===== src/rtl/vid_ser_pkg.sv =====
package vid_ser_pkg;

  localparam int RGB_W = 3;

  typedef struct packed {
    logic             flash;
    logic [RGB_W-1:0] rgb;
  } pal_entry_t;

  typedef enum logic [1:0] {
    DEPTH_1 = 2'd0,
    DEPTH_2 = 2'd1,
    DEPTH_4 = 2'd2,
    DEPTH_4_ALT = 2'd3
  } depth_e;

endpackage


===== src/rtl/pixel_shifter.sv =====
module pixel_shifter
  import vid_ser_pkg::*;
#(
  parameter int DATA_W = 8,
  parameter int IDX_W  = 4
) (
  input  logic              clk,
  input  logic              rst_n,
  input  logic              load,
  input  logic              step,
  input  logic [DATA_W-1:0] din,
  input  depth_e            depth,
  output logic [DATA_W-1:0] shreg,
  output logic [IDX_W-1:0]  colour
);

  localparam int HALF   = IDX_W / 2;
  localparam int STR_HI = DATA_W / IDX_W;
  localparam int STR_MD = DATA_W / HALF;

  logic [DATA_W-1:0] sh_q, sh_d;
  logic [IDX_W-1:0]  idx_one, idx_two, idx_four;

  always_comb begin
    sh_d = sh_q;
    if (load)      sh_d = din;
    else if (step) sh_d = {sh_q[DATA_W-2:0], 1'b0};
  end

  always_ff @(posedge clk or negedge rst_n) begin
    if (!rst_n) sh_q <= '0;
    else        sh_q <= sh_d;
  end

  // one bit per pixel: the head bit only
  assign idx_one = {{(IDX_W-1){1'b0}}, sh_q[DATA_W-1]};

  // two bits per pixel: bits spaced DATA_W/2 apart
  genvar k;
  generate
    for (k = 0; k < HALF; k++) begin : g_two
      assign idx_two[HALF-1-k] = sh_q[DATA_W-1-k*STR_MD];
    end
    assign idx_two[IDX_W-1:HALF] = '0;

    // four bits per pixel: bits spaced DATA_W/4 apart
    for (k = 0; k < IDX_W; k++) begin : g_four
      assign idx_four[IDX_W-1-k] = sh_q[DATA_W-1-k*STR_HI];
    end
  endgenerate

  always_comb begin
    case (depth)
      DEPTH_1: colour = idx_one;
      DEPTH_2: colour = idx_two;
      default: colour = idx_four;
    endcase
  end

  assign shreg = sh_q;

endmodule


===== src/rtl/colour_palette.sv =====
module colour_palette
  import vid_ser_pkg::*;
#(
  parameter int IDX_W = 4
) (
  input  logic             clk,
  input  logic             rst_n,
  input  logic             we,
  input  logic [IDX_W-1:0] waddr,
  input  pal_entry_t       wdata,
  input  logic [IDX_W-1:0] raddr,
  output pal_entry_t       rdata
);

  localparam int ENTRIES = 1 << IDX_W;

  pal_entry_t mem_q [ENTRIES];
  pal_entry_t mem_d [ENTRIES];

  always_comb begin
    for (int i = 0; i < ENTRIES; i++) mem_d[i] = mem_q[i];
    if (we) mem_d[waddr] = wdata;
  end

  always_ff @(posedge clk or negedge rst_n) begin
    if (!rst_n) begin
      for (int i = 0; i < ENTRIES; i++) begin
        mem_q[i].flash <= 1'b0;
        mem_q[i].rgb   <= RGB_W'(i);
      end
    end else begin
      for (int i = 0; i < ENTRIES; i++) mem_q[i] <= mem_d[i];
    end
  end

  assign rdata = mem_q[raddr];

endmodule


===== src/rtl/vid_pixel_serializer.sv =====
module vid_pixel_serializer
  import vid_ser_pkg::*;
#(
  parameter int DATA_W = 8,
  parameter int IDX_W  = 4
) (
  input  logic              clk,
  input  logic              rst_n,
  input  logic              byte_load,
  input  logic              pix_en,
  input  logic [DATA_W-1:0] ram_byte,
  input  logic              disp_en,
  input  logic [1:0]        depth,
  input  logic              flash_phase,
  input  logic              pal_we,
  input  logic [IDX_W-1:0]  pal_addr,
  input  logic [IDX_W-1:0]  pal_data,
  output logic              red,
  output logic              green,
  output logic              blue
);

  logic [DATA_W-1:0] shreg;
  logic [IDX_W-1:0]  colour;
  pal_entry_t        entry;
  logic [RGB_W-1:0]  rgb_q, rgb_d, shown;

  pixel_shifter #(.DATA_W(DATA_W), .IDX_W(IDX_W)) i_shift (
    .clk    (clk),
    .rst_n  (rst_n),
    .load   (byte_load),
    .step   (pix_en),
    .din    (ram_byte),
    .depth  (depth_e'(depth)),
    .shreg  (shreg),
    .colour (colour)
  );

  colour_palette #(.IDX_W(IDX_W)) i_pal (
    .clk   (clk),
    .rst_n (rst_n),
    .we    (pal_we),
    .waddr (pal_addr),
    .wdata (pal_entry_t'(pal_data[RGB_W:0])),
    .raddr (colour),
    .rdata (entry)
  );

  assign shown = entry.rgb ^ {RGB_W{entry.flash & flash_phase}};

  always_comb begin
    rgb_d = rgb_q;
    if (pix_en) rgb_d = disp_en ? shown : '0;
  end

  always_ff @(posedge clk or negedge rst_n) begin
    if (!rst_n) rgb_q <= '0;
    else        rgb_q <= rgb_d;
  end

  assign red   = rgb_q[2];
  assign green = rgb_q[1];
  assign blue  = rgb_q[0];

endmodule


===== config.mk =====
export PLATFORM = sky130hd
export DESIGN_NAME = vid_pixel_serializer
export DESIGN_NICKNAME = d
export VERILOG_FILES = /design/src/rtl/vid_ser_pkg.sv /design/src/rtl/pixel_shifter.sv /design/src/rtl/colour_palette.sv /design/src/rtl/vid_pixel_serializer.sv
export SDC_FILE = /design/constraint.sdc
export NUM_CORES = 1
export LEC_CHECK = 0
export ABC_CLOCK_PERIOD_IN_PS = 2000
export BUFFER_PORTS_ARGS = -buffer_cell sky130_fd_sc_hd__buf_2
export CAP_MARGIN = 0
export CORE_ASPECT_RATIO = 1.75
export CORE_MARGIN = 4
export CORE_UTILIZATION = 50
export CTS_BUF_LIST = sky130_fd_sc_hd__clkbuf_16
export CTS_CLUSTER_DIAMETER = 100
export DETAILED_ROUTE_END_ITERATION = 8
export PLACE_DENSITY = 0.71
export SYNTH_ARGS = -nofsm -noshare
export SYNTH_HDL_FRONTEND = slang
export SYNTH_HIERARCHICAL = 1
export SYNTH_SLANG_ARGS = --single-unit

===== constraint.sdc =====
create_clock -name clk -period 2 [get_ports clk]
set_input_delay 0.2 -clock clk [delete_from_list [all_inputs] [get_ports clk]]
set_output_delay 0.2 -clock clk [all_outputs]
set_load 0.01 [all_outputs]

Word-level counts from Yosys, hierarchy flattened
Index checks and enable logic that the tools add are counted.
Widths: inputs -> output; s select.
{ "totals": {"register_bits": 75, "inputBits": 25, "word_cells": 55} }
{ "classes": {"order_cmp": 3, "eq_ne": 1, "mux": 10, "bitwise_logic": 4, "reduce_logical": 3} }
{ "op_table": {"columns": ["op", "count"], "rows": [
  ["$bwmux 64", 1],
  ["$bmux 4 s4", 1],
  ["$demux 4 s4", 1],
  ["$mux 8", 2],
  ["$mux 4", 3],
  ["$ge 5x5->1 const B", 2],
  ["$not 4->5", 2],
  ["$pmux 4 s2", 1],
  ["$lt 5x1->1 const B", 1],
  ["$mux 3", 1],
  ["$xor 3x3->3", 1],
  ["$eq 2x1->1 const B", 1],
  ["$logic_not 2->1", 1],
  ["$reduce_bool 2->1", 1],
  ["$and 1x1->1", 1],
  ["$logic_and 1x1->1", 1]
]} }

Longest topological paths before layout
Gate-level depths: netlist of the first run.
{ "depth": {"word_depth": 9, "ltp_mapped": 10, "ltp_nobuf": 8} }

Modules after synthesis
The synthesis of the first run kept the hierarchy.
{ "modules_own_cells": {"columns": ["mod", "instances", "cells_each", "area_each_um2", "seq_area_each_um2"], "rows": [
  ["colour_palette", 1, 201, 3030.4, 1631.6],
  ["pixel_shifter", 1, 42, 412.9, 200.2],
  ["vid_pixel_serializer", 1, 14, 141.4, 75.1]
]} }

Worst setup path after synthesis of the first run
OpenSTA, ideal clock, no wires.
{ "synth_timing": {"kind": "reg-to-reg", "from": "register i_shift.sh_q[3], in the netlist i_shift/shreg[3]", "to": "register rgb_q[0]", "arrival_ns": 2.016, "t_required_ns": 1.872, "setup_slack_ns": -0.143, "stages_incl_launch_ff": 11, "path_buffers": 2, "synth_period_minus_slack_ns": 2.143, "cell_sequence": "dfrtp_1 -> mux2i_1 -> o21ai_0 -> buf_2 -> buf_4 -> mux4_2 -> nand3_1 -> nand3_1 -> nand2_2 -> xor2_1 -> o22ai_1"} }
{ "synth_lines": {"columns": ["element", "line", "source"], "rows": [
  ["start, declared", "pixel_shifter.sv:21", "logic [DATA_W-1:0] sh_q, sh_d;"],
  ["start signal, assigned", "pixel_shifter.sv:31", "if (!rst_n) sh_q <= '0;"],
  ["start signal, assigned", "pixel_shifter.sv:32", "else sh_q <= sh_d;"],
  ["end signal, assigned", "vid_pixel_serializer.sv:58", "else rgb_q <= rgb_d;"],
  ["end, declared", "vid_pixel_serializer.sv:26", "logic [RGB_W-1:0] rgb_q, rgb_d, shown;"]
]} }

==> metrics.txt, run 1 <==
max-cap violation count 0; Final Util ~61%; synth cell count leaders mux2_2, dfrtp_1, dfstp_2; FF-to-FF End rgb_q[2]; NumNets Final 323; CP peak stage delay 0.50 ns; Initial Util 51.9%; Synth Area per Inst 13.9 µm²; Post-synth EDFFs 0; clock skew approximately 0.0031 ns; total CTS buffers 9; Setup crit start kind flop; Area contributors post-synth dfrtp_1, dfstp_2, mux2_2; post-route cell area 4200 µm²; Final HPWL DP 5340 µm; Wirelength per Cell ~19 µm; failing checks setup timing; Site Rows 40; crit path kind flop to flop; Slew @ Worst Pin around 0.57 ns; clock-pin slew on the worst setup and hold paths around 0.050 ns; min Tclk post-route roughly 2 ns; Inserted Diodes 0; Hold EP i_shift/shreg[0]; crit path cell chain mux2i_1 > o21ai_2 > buf_6 > mux4_2 > a22oi_2 > nand3_2 > nand2_4 > xor2_1 > o22ai_1; HP Class input pin to flop; Arr. time, crit path about 2.3 ns; H-tree Lvls 3; crit-path max FO 5; Hold Startpoint ram_byte[0]; die width slightly above 70 µm; WP data required 2.20 ns; clock sink count 75; via count 2224; Setup WS pre-CTS -0.125 ns; Total GRT Usage 18.8%; Worst Hold Depth 3; most numerous cell in the Yosys netlist mux2_2; Worst Setup End Kind flop; Area after DPL 3880 µm²; Routed WL 7320 µm; final setup slack of the worst path -0.0544 ns; outcome finished with violations; post-synth top area share between 30% and 40%; largest net degree at the start of global routing 37; clock buffer depth 2; final hold viol count 0; Post-Synthesis Cell Area around 3600 µm²; Async SR Flop Fraction 100%; final max-slew violation count 0; met3 wire length between 200 and 300 µm; core area 6910 µm²; multi-input logic area 1630 µm²; FF-to-FF setup slack -0.05 ns; synth warn 6; buffer and inverter count on the worst path 1; post-synthesis cell count about 260; worst r2r src i_shift/shreg[7]; worst vdd ir 0.563 mV; FF+latch count, synth 75; die area 8640 µm²; Remaining DRCs 0; layout cells sized above 1 53.5%; Post-Syn Nets 282; global-route wire length before repair between 10000 and 15000 µm; Max Clock Freq 0.487 GHz; synth unique cells 32; Port Buffers 27; M1 WL 3010 µm; Leak 1.81 nW; Reg area 1910 µm²; period utilization 103%; TNS Setup -0.134 ns; slew margin rel. 61.9%; number of global-route vias before repair 2347; routability cong. 0.815; Top Metal Used met4; CP max-delay cell mux4_2; RSZ-0062 raised after global routing yes; GRT overflow 0; Fill cells roughly 540; cell count of the worst reg-to-reg path 9; 1st-pass router iterations 4; CTS tree built; Worst path top cell family by delay multiplexers; sequential cell area fraction in the yosys report 53.2%; root buffer cell clkbuf_16; post-route ant nets 0; met2 routed WL 3850 µm; endpoints failing setup 3; Initial DRC Count roughly 110; Synth Flop Type dfrtp_1; later-pin clock latency in the skew report around 0.33 ns; Synth area leader dfrtp_1; synthesis-to-finish area growth 17.1%; die span in y ~120 µm; initial antenna violation count 0; PwrDens 1050 nW/µm²; Ports 28; DR vias/cell 5.75
[flip-flops by register name, indices dropped and copies added, names as in the netlist]
signal	cells
i_shift/shreg	8
rgb_q	3
i_pal/mem_q	64
[routing by layer]
| layer | up-vias | track usage [%] |
|---|---|---|
| li1 | 1023 | - |
| met1 | 1147 | 23.5 |
| met2 | 42 | 30.9 |
| met3 | 12 | 3.44 |
| met4 | 0 | 8.94 |
| met5 | - | 0 |
[kinds of logic (layout without fill, tap and decap cells)]
group | Yosys count | in the layout | share of synthesized area [%]
and+or+nand+nor | 57 | 57 | 8.06
DFF | 75 | 75 | 53.2
AOI/OAI and AO/OA | 17 | 17 | 2.76
muxes | 88 | 88 | 32.8
buffers and inverters | 17 | 63 | 2.44
xor gates and xnor gates | 3 | 3 | 0.733
[power by group]
group | switching, mW | internal, mW
clock | 0.564 | 0.811
sequential | 0.175 | 1.93
combinational | 0.366 | 0.553
[worst min-delay path, stage by stage]
cell and delay, ns:
buf_2 0.07, nand2_1 0.04, o21ai_0 0.06
[placed cells by master (no fill, tap or decap), types with 7 or more instances in the layout]
cell,netlist,layout
buf_2,3,27
buf_4,1,11
clkbuf_16,0,9
dfrtp_1,51,51
dfstp_2,24,24
inv_1,4,7
mux2_2,56,56
mux2i_1,8,8
mux4_2,16,16
nand2_1,20,20
nand3_1,11,10
nor2_1,7,7
o21ai_1,7,8
[metrics by stage]
stage | total power, mW | hold WS [ns] | cells
after floorplan | 2.72 | -0.0956 | 257
after global placement | 2.98 | 0.170 | 368
after detailed placement | 3.02 | 0.177 | 368
after CTS | 4.43 | 0.0881 | 386
after global routing | 4.62 | 0.0943 | 387
final | 4.40 | 0.0889 | 387
[repair_timing]
item | 4_1_cts | 5_1_grt
endpoints found under the hold margin | 10 | 0
hold buffers | 1 | 0
pin swaps | 6 | 10
resized for setup | 4 | 4
endpoints found under the setup margin | 3 | 3
buffers inserted | 1 | 1
cloned | 0 | 0
[layout make-up]
class,count,area share (%)
clock inverters,7,0.686
clock buffers,9,5.37
well taps,84,2.50
repair buffers,43,6.92
inverters,4,0.358
flip-flops and latches,75,45.4
multi-input cells,165,38.7
[how the worst max path moves through the flow]
stage,to,cells past startpoint,slack [ns],from
2_1_floorplan,rgb_q[0],10,0.007,i_shift/shreg[3]
3_3_place_gp,rgb_q[2],10,-0.06,depth[0]
3_5_place_dp,rgb_q[2],10,-0.13,depth[0]
4_1_cts,rgb_q[1],9,-0.09,i_shift/shreg[3]
5_1_grt,rgb_q[2],9,-0.16,i_shift/shreg[3]
6_report,rgb_q[2],9,-0.05,i_shift/shreg[7]
(Power assumes the default switching activity.)
==> inputs of run 2 (changes only) <==
--- a/config.mk
+++ b/config.mk
@@ -15,6 +15,7 @@
 export CTS_CLUSTER_DIAMETER = 100
 export DETAILED_ROUTE_END_ITERATION = 8
 export PLACE_DENSITY = 0.71
+export RECOVER_POWER = 25
 export SYNTH_ARGS = -nofsm -noshare
 export SYNTH_HDL_FRONTEND = slang
 export SYNTH_HIERARCHICAL = 1
==> run 2 against run 1 <==
Compared with the run above:
- power is 0.16% lower
- cell count stayed put
- register-to-register slack barely moved
- sequential power about the same
- the flow still finishes with violations (setup timing)
- die area unchanged
- first-iteration DRC count up 21%
- sequential share of layout area rose by 0.16 points
- clock-buffer cell count stayed put
==> metrics.txt, run 2 (synthesis results as in run 1) <==
outcome finished with violations; failing checks setup timing; P_int 3.29 mW (-0.13%); CP max-delay cell mux4_2; CTS tree built; flip-flop count of the largest register after layout 64 (unchanged); DR vias/cell 5.78 (+0.58%); die span in y 120 µm (unchanged); routability cong. 0.815 (unchanged); crit path cell chain mux2i_1 > o21ai_2 > buf_6 > mux4_2 > a22oi_2 > nand3_2 > nand2_4 > xor2_1 > o22ai_1; NumNets Final 323 (unchanged); endpoints failing setup 3 (unchanged); number of global-route vias before repair 2347 (unchanged); Sw Pwr 1.10 mW (-0.25%); Worst Hold Depth 3 (unchanged); post-route ant nets 0 (unchanged); clock skew 0.00352 ns (+0.000439 ns); Seq pwr share 48.0% (about the same); Initial DRC Count 135 (+21%); synthesis-to-finish area growth 16.7%; total CTS buffers 9 (unchanged); crit-path max FO 5 (unchanged); Site Rows 40 (unchanged); commonest cells after routing, fill and taps aside mux2_2, dfrtp_1, buf_2; Routed WL 7310 µm (about the same); global-route wire length before repair 12000 µm (unchanged); later-pin clock latency in the skew report 0.33 ns (about the same); initial antenna violation count 0 (unchanged); min Tclk post-route 2.05 ns (-0.00245 ns); clock sink count 75 (unchanged); Port Buffers 27 (unchanged); Wirelength per Cell 18.9 µm (about the same); HP Class input pin to flop; Ports 28 (unchanged); core area 6910 µm² (unchanged); Leak 1.80 nW (-0.57%); Clock power frac 31.2% (about the same); final max-slew violation count 0 (unchanged); GRT overflow 0 (unchanged); hold_ws 0.0870 ns (-0.00188 ns); worst vdd ir 0.562 mV (-0.14%); H-tree Lvls 3 (unchanged); 1st-pass router iterations 4 (unchanged); most common cell after layout, fill and taps aside mux2_2; logic gate share of total power 20.8% (about the same); largest net degree at the start of global routing 37 (unchanged); root buffer cell clkbuf_16; PwrDens 1050 nW/µm² (+0.19%); Setup WS pre-CTS -0.125 ns (unchanged); cell count of the worst reg-to-reg path 9 (unchanged); Arr. time, crit path 2.26 ns (about the same); max-cap violation count 0 (unchanged); Slew @ Worst Pin 1.00 ns (+0.432 ns); Worst Setup End Kind flop; Reg with most FFs i_pal/mem_q; final setup slack of the worst path -0.0520 ns (+0.00245 ns); buffer and inverter count on the worst path 1 (unchanged); Final HPWL DP 5340 µm (unchanged); Inserted Diodes 0 (unchanged); layout cells sized above 1 52.8% (-0.66 points); die area 8640 µm² (unchanged); period utilization 103% (-0.12 points); Initial Util 51.9% (unchanged); Crit path depth 9 (unchanged); clock buffer depth 2 (unchanged); Total GRT Usage 18.8% (unchanged); CP peak stage delay 0.50 ns (about the same); WP data required 2.20 ns (about the same); slew margin rel. 33.2% (-29 points); Remaining DRCs 0 (unchanged); Worst path top cell family by delay multiplexers; Max Clock Freq 0.487 GHz (+0.12%); switching share of power 25.1% (about the same); Setup crit start kind flop; crit path kind flop to flop; via count 2237 (+0.58%); clock-pin slew on the worst setup and hold paths 0.05 ns (about the same); final hold viol count 0 (unchanged); RSZ-0062 raised after global routing yes; die width 72.0 µm (unchanged)
## run 2: area by class of cell
cell class              instances  area, µm²
flip-flops and latches         75       1910
repair buffers                 43        275
clock inverters                 7       28.8
inverters                       4       15.0
well taps                      84        105
multi-input cells             165       1630
clock buffers                   9        225
fillers                       546       2720
## run 2: power by group through the flow
stage	Sequential (mW)	Combinational, mW	Clock, mW
floorplan	2.07	0.656	0
global placement	2.12	0.858	0
detailed placement	2.13	0.890	0
CTS	2.11	0.911	1.40
global route	2.15	0.991	1.48
finish	2.11	0.913	1.37
## run 2: worst paths after layout
path,from,endpoint,slack (ns)
min in group asynchronous,rst_n,i_pal/mem_q[15],0.56
max,i_shift/shreg[3],rgb_q[2],-0.05
min reg2reg,i_pal/mem_q[54],i_pal/mem_q[54],0.49
max in group asynchronous,rst_n,i_pal/mem_q[34],0.30
min,ram_byte[2],i_shift/shreg[2],0.09
max reg2reg,i_shift/shreg[3],rgb_q[2],-0.05
## run 2: metal layers
layer | vias up | track usage (%) | wire (µm)
met5 | - | 0 | 0
met4 | 0 | 8.94 | 214
met3 | 15 | 3.44 | 289
met2 | 60 | 30.9 | 3820
met1 | 1142 | 23.5 | 2990
li1 | 1020 | - | -
## run 2: worst register-to-register path, cell delays in order (launching register included)
cell	delay [ns]
dfrtp_1	0.34
mux2i_1	0.08
o21ai_2	0.18
buf_6	0.16
mux4_2	0.50
a22oi_2	0.21
nand3_2	0.11
nand2_4	0.09
xor2_1	0.15
o22ai_1	0.08
## run 2: what timing repair did
item                                    4_1_cts  5_1_grt
buffers inserted                              1        1
cloned                                        0        0
pin swaps                                     6       10
endpoints found under the hold margin        10        0
hold buffers                                  1        0
endpoints found under the setup margin        3        3
resized for setup                             4        4
## run 2: per-stage QoR
stage | total power [mW] | instances | instance area (µm²) | util (%) | TNS (ns)
floorplan | 2.72 | 257 | 3600 | - | 0
global placement | 2.98 | 368 | 3880 | 56.2 | -0.153
detailed placement | 3.02 | 368 | 3880 | 56.2 | -0.321
CTS | 4.43 | 386 | 4170 | 60.3 | -0.234
global route | 4.62 | 387 | 4180 | 60.6 | -0.482
finish | 4.40 | 387 | 4180 | 60.6 | -0.130
